`src/rtl/cfgb_pkg.sv`:
```
package cfgb_pkg;

    localparam int unsigned DWORD_W     = 32;
    localparam int unsigned LANES       = DWORD_W / 8;
    localparam int unsigned OFF_W       = $clog2(LANES);
    localparam int unsigned EN_BIT      = 7;
    localparam int unsigned BUS_LSB     = 8;
    localparam int unsigned BUS_W       = 8;
    localparam int unsigned FN_LSB      = 16;
    localparam int unsigned FN_W        = 3;
    localparam int unsigned DEV_LSB     = 19;
    localparam int unsigned DEV_W       = 5;
    localparam int unsigned REG_LSB     = 24;
    localparam int unsigned REG_W       = 8;

    typedef enum logic [2:0] {
        ST_IDLE,
        ST_READ,
        ST_CAPTURE,
        ST_WRITE,
        ST_DONE
    } cfgb_state_e;

endpackage

```
`src/rtl/cfgb_addr_port.sv`:
```
module cfgb_addr_port
    import cfgb_pkg::*;
(
    input  logic                 clk,
    input  logic                 rst_n,
    input  logic                 load,
    input  logic [DWORD_W-1:0]   load_data,
    output logic [DWORD_W-1:0]   addr_q,
    output logic                 enable,
    output logic [BUS_W-1:0]     bus,
    output logic [DEV_W-1:0]     dev,
    output logic [FN_W-1:0]      func,
    output logic [REG_W-1:0]     regno,
    output logic                 type1
);

    always_ff @(posedge clk) begin
        if (!rst_n) begin
            addr_q <= '0;
        end else if (load) begin
            addr_q <= load_data;
        end
    end

    assign enable = addr_q[EN_BIT];
    assign bus    = addr_q[BUS_LSB +: BUS_W];
    assign dev    = addr_q[DEV_LSB +: DEV_W];
    assign func   = addr_q[FN_LSB  +: FN_W];
    assign regno  = {addr_q[REG_LSB+OFF_W +: REG_W-OFF_W], {OFF_W{1'b0}}};
    assign type1  = |bus;

    // the stored word moves only on a load
    p_addr_stable_r1: assert property (@(posedge clk) disable iff (!rst_n)
        !load |=> $stable(addr_q));

endmodule

```
`src/rtl/cfgb_lane_xform.sv`:
```
module cfgb_lane_xform
    import cfgb_pkg::*;
(
    input  logic [DWORD_W-1:0] dev_word,
    input  logic [DWORD_W-1:0] cpu_wdata,
    input  logic [OFF_W-1:0]   off,
    input  logic [1:0]         size,
    output logic [DWORD_W-1:0] rd_view,
    output logic [DWORD_W-1:0] wr_merge,
    output logic [LANES-1:0]   wr_be
);

    logic [7:0]       rot [LANES];
    logic [OFF_W:0]   nbytes;

    always_comb begin
        unique case (size)
            2'd0:    nbytes = (OFF_W+1)'(1);
            2'd1:    nbytes = (OFF_W+1)'(2);
            default: nbytes = (OFF_W+1)'(LANES);
        endcase
    end

    for (genvar gi = 0; gi < LANES; gi++) begin : g_rot
        logic [OFF_W-1:0] src;
        assign src     = OFF_W'(gi) + off;
        assign rot[gi] = dev_word[8*src +: 8];
    end

    always_comb begin
        unique case (size)
            2'd0:    rd_view = {24'd0, rot[0]};
            2'd1:    rd_view = {16'd0, rot[0], rot[1]};
            default: rd_view = {rot[0], rot[1], rot[2], rot[3]};
        endcase
    end

    for (genvar gj = 0; gj < LANES; gj++) begin : g_merge
        logic [OFF_W-1:0] rel;
        logic [OFF_W:0]   pick;
        logic             hit;
        assign rel  = OFF_W'(gj) - off;
        assign hit  = ({1'b0, rel} < nbytes);
        assign pick = nbytes - (OFF_W+1)'(1) - {1'b0, rel};
        assign wr_be[gj] = hit;
        assign wr_merge[8*gj +: 8] = hit ? cpu_wdata[8*pick[OFF_W-1:0] +: 8]
                                         : dev_word[8*gj +: 8];
    end

endmodule

```
`src/rtl/cfgb_ctrl.sv`:
```
module cfgb_ctrl
    import cfgb_pkg::*;
#(
    parameter logic [DWORD_W-1:0] ABSENT_VALUE = '1
) (
    input  logic                 clk,
    input  logic                 rst_n,
    input  logic                 cpu_req,
    input  logic                 cpu_data_sel,
    input  logic                 cpu_write,
    input  logic [OFF_W-1:0]     cpu_offset,
    input  logic [1:0]           cpu_size,
    input  logic                 enable,
    input  logic                 present,
    input  logic [DWORD_W-1:0]   addr_word,
    input  logic [DWORD_W-1:0]   rd_view,
    input  logic [DWORD_W-1:0]   wr_merge,
    output logic                 load_addr,
    output logic                 cpu_ready,
    output logic [DWORD_W-1:0]   cpu_rdata,
    output logic                 cfg_rd,
    output logic                 cfg_wr,
    output logic [DWORD_W-1:0]   cfg_wdata
);

    cfgb_state_e       state_q, state_d;
    logic [DWORD_W-1:0] rdata_q, wbuf_q;
    logic               full_write;
    logic               accept;

    assign full_write = cpu_write && cpu_size[1] && (cpu_offset == '0);
    assign accept     = (state_q == ST_IDLE) && cpu_req;

    always_comb begin
        state_d = state_q;
        unique case (state_q)
            ST_IDLE: begin
                if (cpu_req) begin
                    if (!cpu_data_sel || !enable || !present) state_d = ST_DONE;
                    else if (full_write)                      state_d = ST_WRITE;
                    else                                      state_d = ST_READ;
                end
            end
            ST_READ:    state_d = ST_CAPTURE;
            ST_CAPTURE: state_d = cpu_write ? ST_WRITE : ST_DONE;
            ST_WRITE:   state_d = ST_DONE;
            ST_DONE:    state_d = ST_IDLE;
            default:    state_d = ST_IDLE;
        endcase
    end

    always_ff @(posedge clk) begin
        if (!rst_n) begin
            state_q <= ST_IDLE;
            rdata_q <= '0;
            wbuf_q  <= '0;
        end else begin
            state_q <= state_d;
            if (accept) begin
                if (!cpu_data_sel)  rdata_q <= addr_word;
                else if (!enable)   rdata_q <= '0;
                else if (!present)  rdata_q <= ABSENT_VALUE;
                if (full_write)     wbuf_q  <= wr_merge;
            end else if (state_q == ST_CAPTURE) begin
                if (cpu_write) wbuf_q  <= wr_merge;
                else           rdata_q <= rd_view;
            end
        end
    end

    always_comb begin
        load_addr = accept && !cpu_data_sel && cpu_write;
        cpu_ready = (state_q == ST_DONE);
        cfg_rd    = (state_q == ST_READ);
        cfg_wr    = (state_q == ST_WRITE);
        cpu_rdata = rdata_q;
        cfg_wdata = wbuf_q;
    end

    // strobes never overlap
    p_strobe_excl_r9: assert property (@(posedge clk) disable iff (!rst_n)
        !(cfg_rd && cfg_wr));
    // ready is a single-cycle pulse
    p_ready_pulse_r9: assert property (@(posedge clk) disable iff (!rst_n)
        cpu_ready |=> !cpu_ready);
    // no write strobe while the enable bit is clear
    p_wr_needs_en_r2: assert property (@(posedge clk) disable iff (!rst_n)
        cfg_wr |-> enable);
    // no write strobe to an absent device
    p_wr_needs_dev_r10: assert property (@(posedge clk) disable iff (!rst_n)
        cfg_wr |-> present);
    // aligned full write strobes in the next cycle
    p_fast_write_r7: assert property (@(posedge clk) disable iff (!rst_n)
        (accept && cpu_data_sel && enable && present && full_write) |=> cfg_wr);
    // read of a read-modify-write is followed by its write-back
    p_rmw_order_r8: assert property (@(posedge clk) disable iff (!rst_n)
        (cfg_rd && cpu_write) |=> ##1 cfg_wr);

endmodule

```
`src/rtl/cfg_access_bridge.sv`:
```
module cfg_access_bridge
    import cfgb_pkg::*;
#(
    parameter logic [31:0] ABSENT_VALUE = 32'hFFFF_FFFF
) (
    input  logic        clk,
    input  logic        rst_n,
    input  logic        cpu_req,
    input  logic        cpu_data_sel,
    input  logic        cpu_write,
    input  logic [1:0]  cpu_offset,
    input  logic [1:0]  cpu_size,
    input  logic [31:0] cpu_wdata,
    output logic [31:0] cpu_rdata,
    output logic        cpu_ready,
    output logic [7:0]  cfg_bus,
    output logic [4:0]  cfg_dev,
    output logic [2:0]  cfg_func,
    output logic [7:0]  cfg_reg,
    output logic [3:0]  cfg_be,
    output logic        cfg_type1,
    output logic        cfg_rd,
    output logic        cfg_wr,
    output logic [31:0] cfg_wdata,
    input  logic        cfg_present,
    input  logic [31:0] cfg_rdata
);

    logic [DWORD_W-1:0] addr_word, rd_view, wr_merge;
    logic [LANES-1:0]   wr_be;
    logic               enable, load_addr;

    cfgb_addr_port u_addr (
        .clk       (clk),
        .rst_n     (rst_n),
        .load      (load_addr),
        .load_data (cpu_wdata),
        .addr_q    (addr_word),
        .enable    (enable),
        .bus       (cfg_bus),
        .dev       (cfg_dev),
        .func      (cfg_func),
        .regno     (cfg_reg),
        .type1     (cfg_type1)
    );

    cfgb_lane_xform u_xform (
        .dev_word  (cfg_rdata),
        .cpu_wdata (cpu_wdata),
        .off       (cpu_offset),
        .size      (cpu_size),
        .rd_view   (rd_view),
        .wr_merge  (wr_merge),
        .wr_be     (wr_be)
    );

    cfgb_ctrl #(.ABSENT_VALUE(ABSENT_VALUE)) u_ctrl (
        .clk          (clk),
        .rst_n        (rst_n),
        .cpu_req      (cpu_req),
        .cpu_data_sel (cpu_data_sel),
        .cpu_write    (cpu_write),
        .cpu_offset   (cpu_offset),
        .cpu_size     (cpu_size),
        .enable       (enable),
        .present      (cfg_present),
        .addr_word    (addr_word),
        .rd_view      (rd_view),
        .wr_merge     (wr_merge),
        .load_addr    (load_addr),
        .cpu_ready    (cpu_ready),
        .cpu_rdata    (cpu_rdata),
        .cfg_rd       (cfg_rd),
        .cfg_wr       (cfg_wr),
        .cfg_wdata    (cfg_wdata)
    );

    assign cfg_be = cfg_wr ? wr_be : {LANES{1'b1}};

endmodule

```
`config.mk`:
```
export PLATFORM = sky130hd
export DESIGN_NAME = cfg_access_bridge
export DESIGN_NICKNAME = d
export VERILOG_FILES = /design/src/rtl/cfgb_pkg.sv /design/src/rtl/cfgb_addr_port.sv /design/src/rtl/cfgb_lane_xform.sv /design/src/rtl/cfgb_ctrl.sv /design/src/rtl/cfg_access_bridge.sv
export SDC_FILE = /design/constraint.sdc
export NUM_CORES = 1
export LEC_CHECK = 0
export BUFFER_PORTS_ARGS = -buffer_cell sky130_fd_sc_hd__buf_2
export CORE_MARGIN = 5
export CORE_UTILIZATION = 35
export CTS_CLUSTER_SIZE = 12
export DETAILED_ROUTE_END_ITERATION = 8
export GPL_TIMING_DRIVEN = 0
export PLACE_DENSITY = 0.65
export SYNTH_ARGS = -nofsm -noshare
export SYNTH_HDL_FRONTEND = slang
export SYNTH_SLANG_ARGS = --single-unit
```
`constraint.sdc`:
```
create_clock -name clk -period 3.1 [get_ports clk]
set_input_delay 0 -clock clk [delete_from_list [all_inputs] [get_ports clk]]
set_output_delay 0 -clock clk [all_outputs]
set_load 0.05 [all_outputs]
```
==> metrics.yaml <==
timing:
  setup_total_negative_slack_ns: 0
  maxSlewViolCount: 0
  max_slew.worst_pin.slew_ns: 1.22
  finalSetupViolCount: 0
  relSlewSlack_pct: 18.1
  period_needed_ns: 2.80
  fin_crit_sh_pct: 90.4
  grt_setup_unrepaired: "false"
  skew_ns: 0.0129
  number_of_endpoints_with_negative_hold_slack_in_the_final_report: 0
  max_clock_freq_ghz: 0.357
critical_path:
  arrival_ns: 2.80
  crit_slowest_cell: "sky130_fd_sc_hd__ha_1"
  worst_path_largest_cell_delay_ns: 0.46
  timing.setup.critical_path_class: "in -> out"
  cp_data_required_time_ns: 3.10
  timing.critical_path.max_delay_family: "buffers and inverters"
  cp_max_fo: 10
  worst_path_most_repeated_cell: "sky130_fd_sc_hd__buf_2"
  path_buf_inv: 8
  crit_path_cell_trace: "buf_2 > buf_2 > inv_2 > ha_1 > buf_6 > buf_8 > inv_1 > ha_1 > nor2b_1 > o21a_1 > clkbuf_1 > nand2_1 > buf_2"
  timing.critical_path.from_type: "input pin"
  critPathCaptureType: "output pin"
die:
  chipHeight_um: 156
  core_area_sq_um: 21000
  ios: 170
  chipWidth_um: 156
  initial_core_util_pct: 35.5
  floorplan.rows: 53
  fp.dieArea_sq_um: 24300
grt:
  grt_util_all_layers_pct: 26.3
  grt_pass1_wl_um: 48800
  first_global_vias: 7921
  grt_remaining_overflow: 0
  grt_start_max_net_pins: 20
  grt_antenna_before_repair: 2
place:
  gp_congestion: 1.01
  place.port_buffers: 165
  dpl.hpwl_um: 25800
yosys:
  synth_edf_count: 0
  ys_dominant_reg_cell: "sky130_fd_sc_hd__dfxtp_1"
  synth.ff_latch_count: 99
  netlist_area_sq_um: 7460
  postSynthAreaPerCell_sq_um: 8.49
  synth_cell_type_count: 68
  asyncSetResetFlopFracSynth_pct: 0
  synth.yosys.warnings: 0
  netlist_instances: 879
  synth_sequential_area_ratio_pct: 26.6
finish:
  drive_above_1_share_pct: 30.4
  layout_commonest_cell: "sky130_fd_sc_hd__buf_2"
  areaGrowthSynthToFinish_pct: 24.6
  nets: 1172
  utilization_pct: 44.2
  layout_common_cells: "sky130_fd_sc_hd__buf_2 (189), sky130_fd_sc_hd__dfxtp_1 (99), sky130_fd_sc_hd__nand2_1 (89)"
power:
  power_density_nw_per_um2: 430
  post-layout-total-power_mw: 3.99
  power.static_leakage_nw: 3.86
  ir_drop_mv: 0.318
job:
  drv_cap: 0
drt:
  routedWlPerCell_um: 24.3
  route.final.wire_length_um: 33300
  detail-route-antenna-nets: 0
  detail_route.iter0.violations: 939
  dr.pass1.iters: 5
  drt_drc_violations_left: 0
  detailroute.via_count: 8287
  drt-vias-per-instance: 6.04
status:
  status: "finished clean"
clock_network:
  cts_root_buf: "sky130_fd_sc_hd__clkbuf_16"
  tritoncts.num_buffers: 9
  ctsLongestPathBuffers: 2
  clk_transition_reported_paths_ns: 0.07
  cts.htree.levels: 3
  clkLatencyLatePin_ns: 0.37
  clock_sink_count: 99
  cts_tree: "done"
hold_path:
  min_path_type: "in -> reg"
-- per-layer routing --
metal	vias up	track usage, %	share of wire [%]
li1	3755	-	-
met1	3970	36.6	42
met2	490	40.2	44
met3	72	5.91	11
met4	0	9.21	3.6
met5	-	0	0
-- registers in the layout, indices dropped and copies added, names as in the netlist --
register / cells
u_ctrl.cpu_rdata: 32
u_ctrl.cfg_wdata: 32
u_addr.addr_q: 32
u_ctrl.state_q: 3
-- worst paths after layout --
| path | slack, ns | endpoint | depth (start not counted) | startpoint |
|---|---|---|---|---|
| setup / recovery | 0.30 | cfg_be[2] | 13 | cpu_offset[0] |
| hold / removal | 0.009 | u_ctrl.cfg_wdata[9] | 3 | cfg_rdata[9] |
| setup reg to reg | 0.65 | u_ctrl.cpu_rdata[1] | 5 | u_ctrl.state_q[2] |
| hold reg to reg | 0.47 | u_addr.addr_q[5] | 2 | u_addr.addr_q[5] |
-- power breakdown --
group | switching [mW] | leakage, nW | internal, mW | total, mW
logic | 0.879 | 2.90 | 0.501 | 1.38
registers | 0.0406 | 0.805 | 1.32 | 1.36
clock network | 0.600 | 0.152 | 0.649 | 1.25
total | 1.52 | 3.86 | 2.47 | 3.99
-- timing repair --
action                                  CTS  global route
hold buffers                             34             0
hold endpoints to repair                 34             0
buffers inserted                          0             0
gates resized for setup                   0             1
endpoints found under the setup margin    0             5
-- synthesized netlist by cell type (7+ instances only) --
library cell / count / area share, %
sky130_fd_sc_hd__mux2_4: 7 / 1.4
sky130_fd_sc_hd__buf_6: 8 / 1.2
sky130_fd_sc_hd__a31oi_1: 15 / 1.3
sky130_fd_sc_hd__mux4_2: 12 / 3.6
sky130_fd_sc_hd__o311ai_0: 7 / 0.82
sky130_fd_sc_hd__buf_4: 31 / 3.1
sky130_fd_sc_hd__or3_1: 8 / 0.67
sky130_fd_sc_hd__mux2i_1: 52 / 7.0
sky130_fd_sc_hd__inv_1: 7 / 0.35
sky130_fd_sc_hd__o221ai_1: 19 / 2.2
sky130_fd_sc_hd__nand2b_1: 22 / 1.8
sky130_fd_sc_hd__buf_2: 24 / 1.6
sky130_fd_sc_hd__dfxtp_1: 99 / 27
sky130_fd_sc_hd__a221oi_1: 23 / 2.7
sky130_fd_sc_hd__clkbuf_1: 35 / 1.8
sky130_fd_sc_hd__a211oi_1: 39 / 3.9
sky130_fd_sc_hd__mux2_2: 47 / 7.1
sky130_fd_sc_hd__nand2_1: 89 / 4.5
sky130_fd_sc_hd__nor2_1: 29 / 1.5
sky130_fd_sc_hd__o21ai_0: 53 / 3.6
sky130_fd_sc_hd__ha_1: 8 / 1.3
sky130_fd_sc_hd__nor3_1: 19 / 1.3
sky130_fd_sc_hd__nand3_1: 37 / 2.5
sky130_fd_sc_hd__o22ai_1: 30 / 2.5
sky130_fd_sc_hd__a21boi_0: 13 / 1.3
sky130_fd_sc_hd__a21oi_1: 69 / 4.6
-- worst reg2reg max path: stages, from the launching register on --
cell and delay, ns:
sky130_fd_sc_hd__dfxtp_1 0.31, sky130_fd_sc_hd__buf_6 0.13, sky130_fd_sc_hd__or4b_1 0.64, sky130_fd_sc_hd__buf_4 0.24, sky130_fd_sc_hd__o311ai_0 0.75, sky130_fd_sc_hd__a221oi_1 0.21
-- cell families (layout without fill, tap and decap cells) --
group,Yosys count,after routing,synth area share [%]
other,1,4,0.0503
XOR/XNOR,6,6,1.54
adder cells (fa/ha/maj),8,8,1.34
buffers and inverters,113,328,8.60
flip-flops,99,99,26.6
AND/OR/NAND/NOR,233,233,15.6
AO/OA/AOI/OAI,299,299,26.5
multiplexers,120,120,19.8
-- area by class of cell --
cell class,instances,area [sq um]
diodes,2,5.00
flip-flops and latches,99,1980
plain buffers,104,608
inverters,9,33.8
fillers,2132,11700
well taps,275,344
clock inverters,7,91.3
clock buffers,9,225
repair buffers,199,1170
multi-input cells,668,4840
-- per-stage QoR --
step / hold WS (ns) / instance area [sq um] / setup WS, ns / instances
after floorplan: 0.136 / 7460 / 0.864 / 880
after global placement: 0.313 / 8630 / -0.291 / 1320
after detailed placement: 0.312 / 8630 / -0.277 / 1320
after CTS: 0.00301 / 9290 / 0.0707 / 1370
after global routing: 0.0439 / 9300 / 0.0687 / 1372
final: 0.00911 / 9300 / 0.298 / 1372
Power figures use the tool's default switching activity.
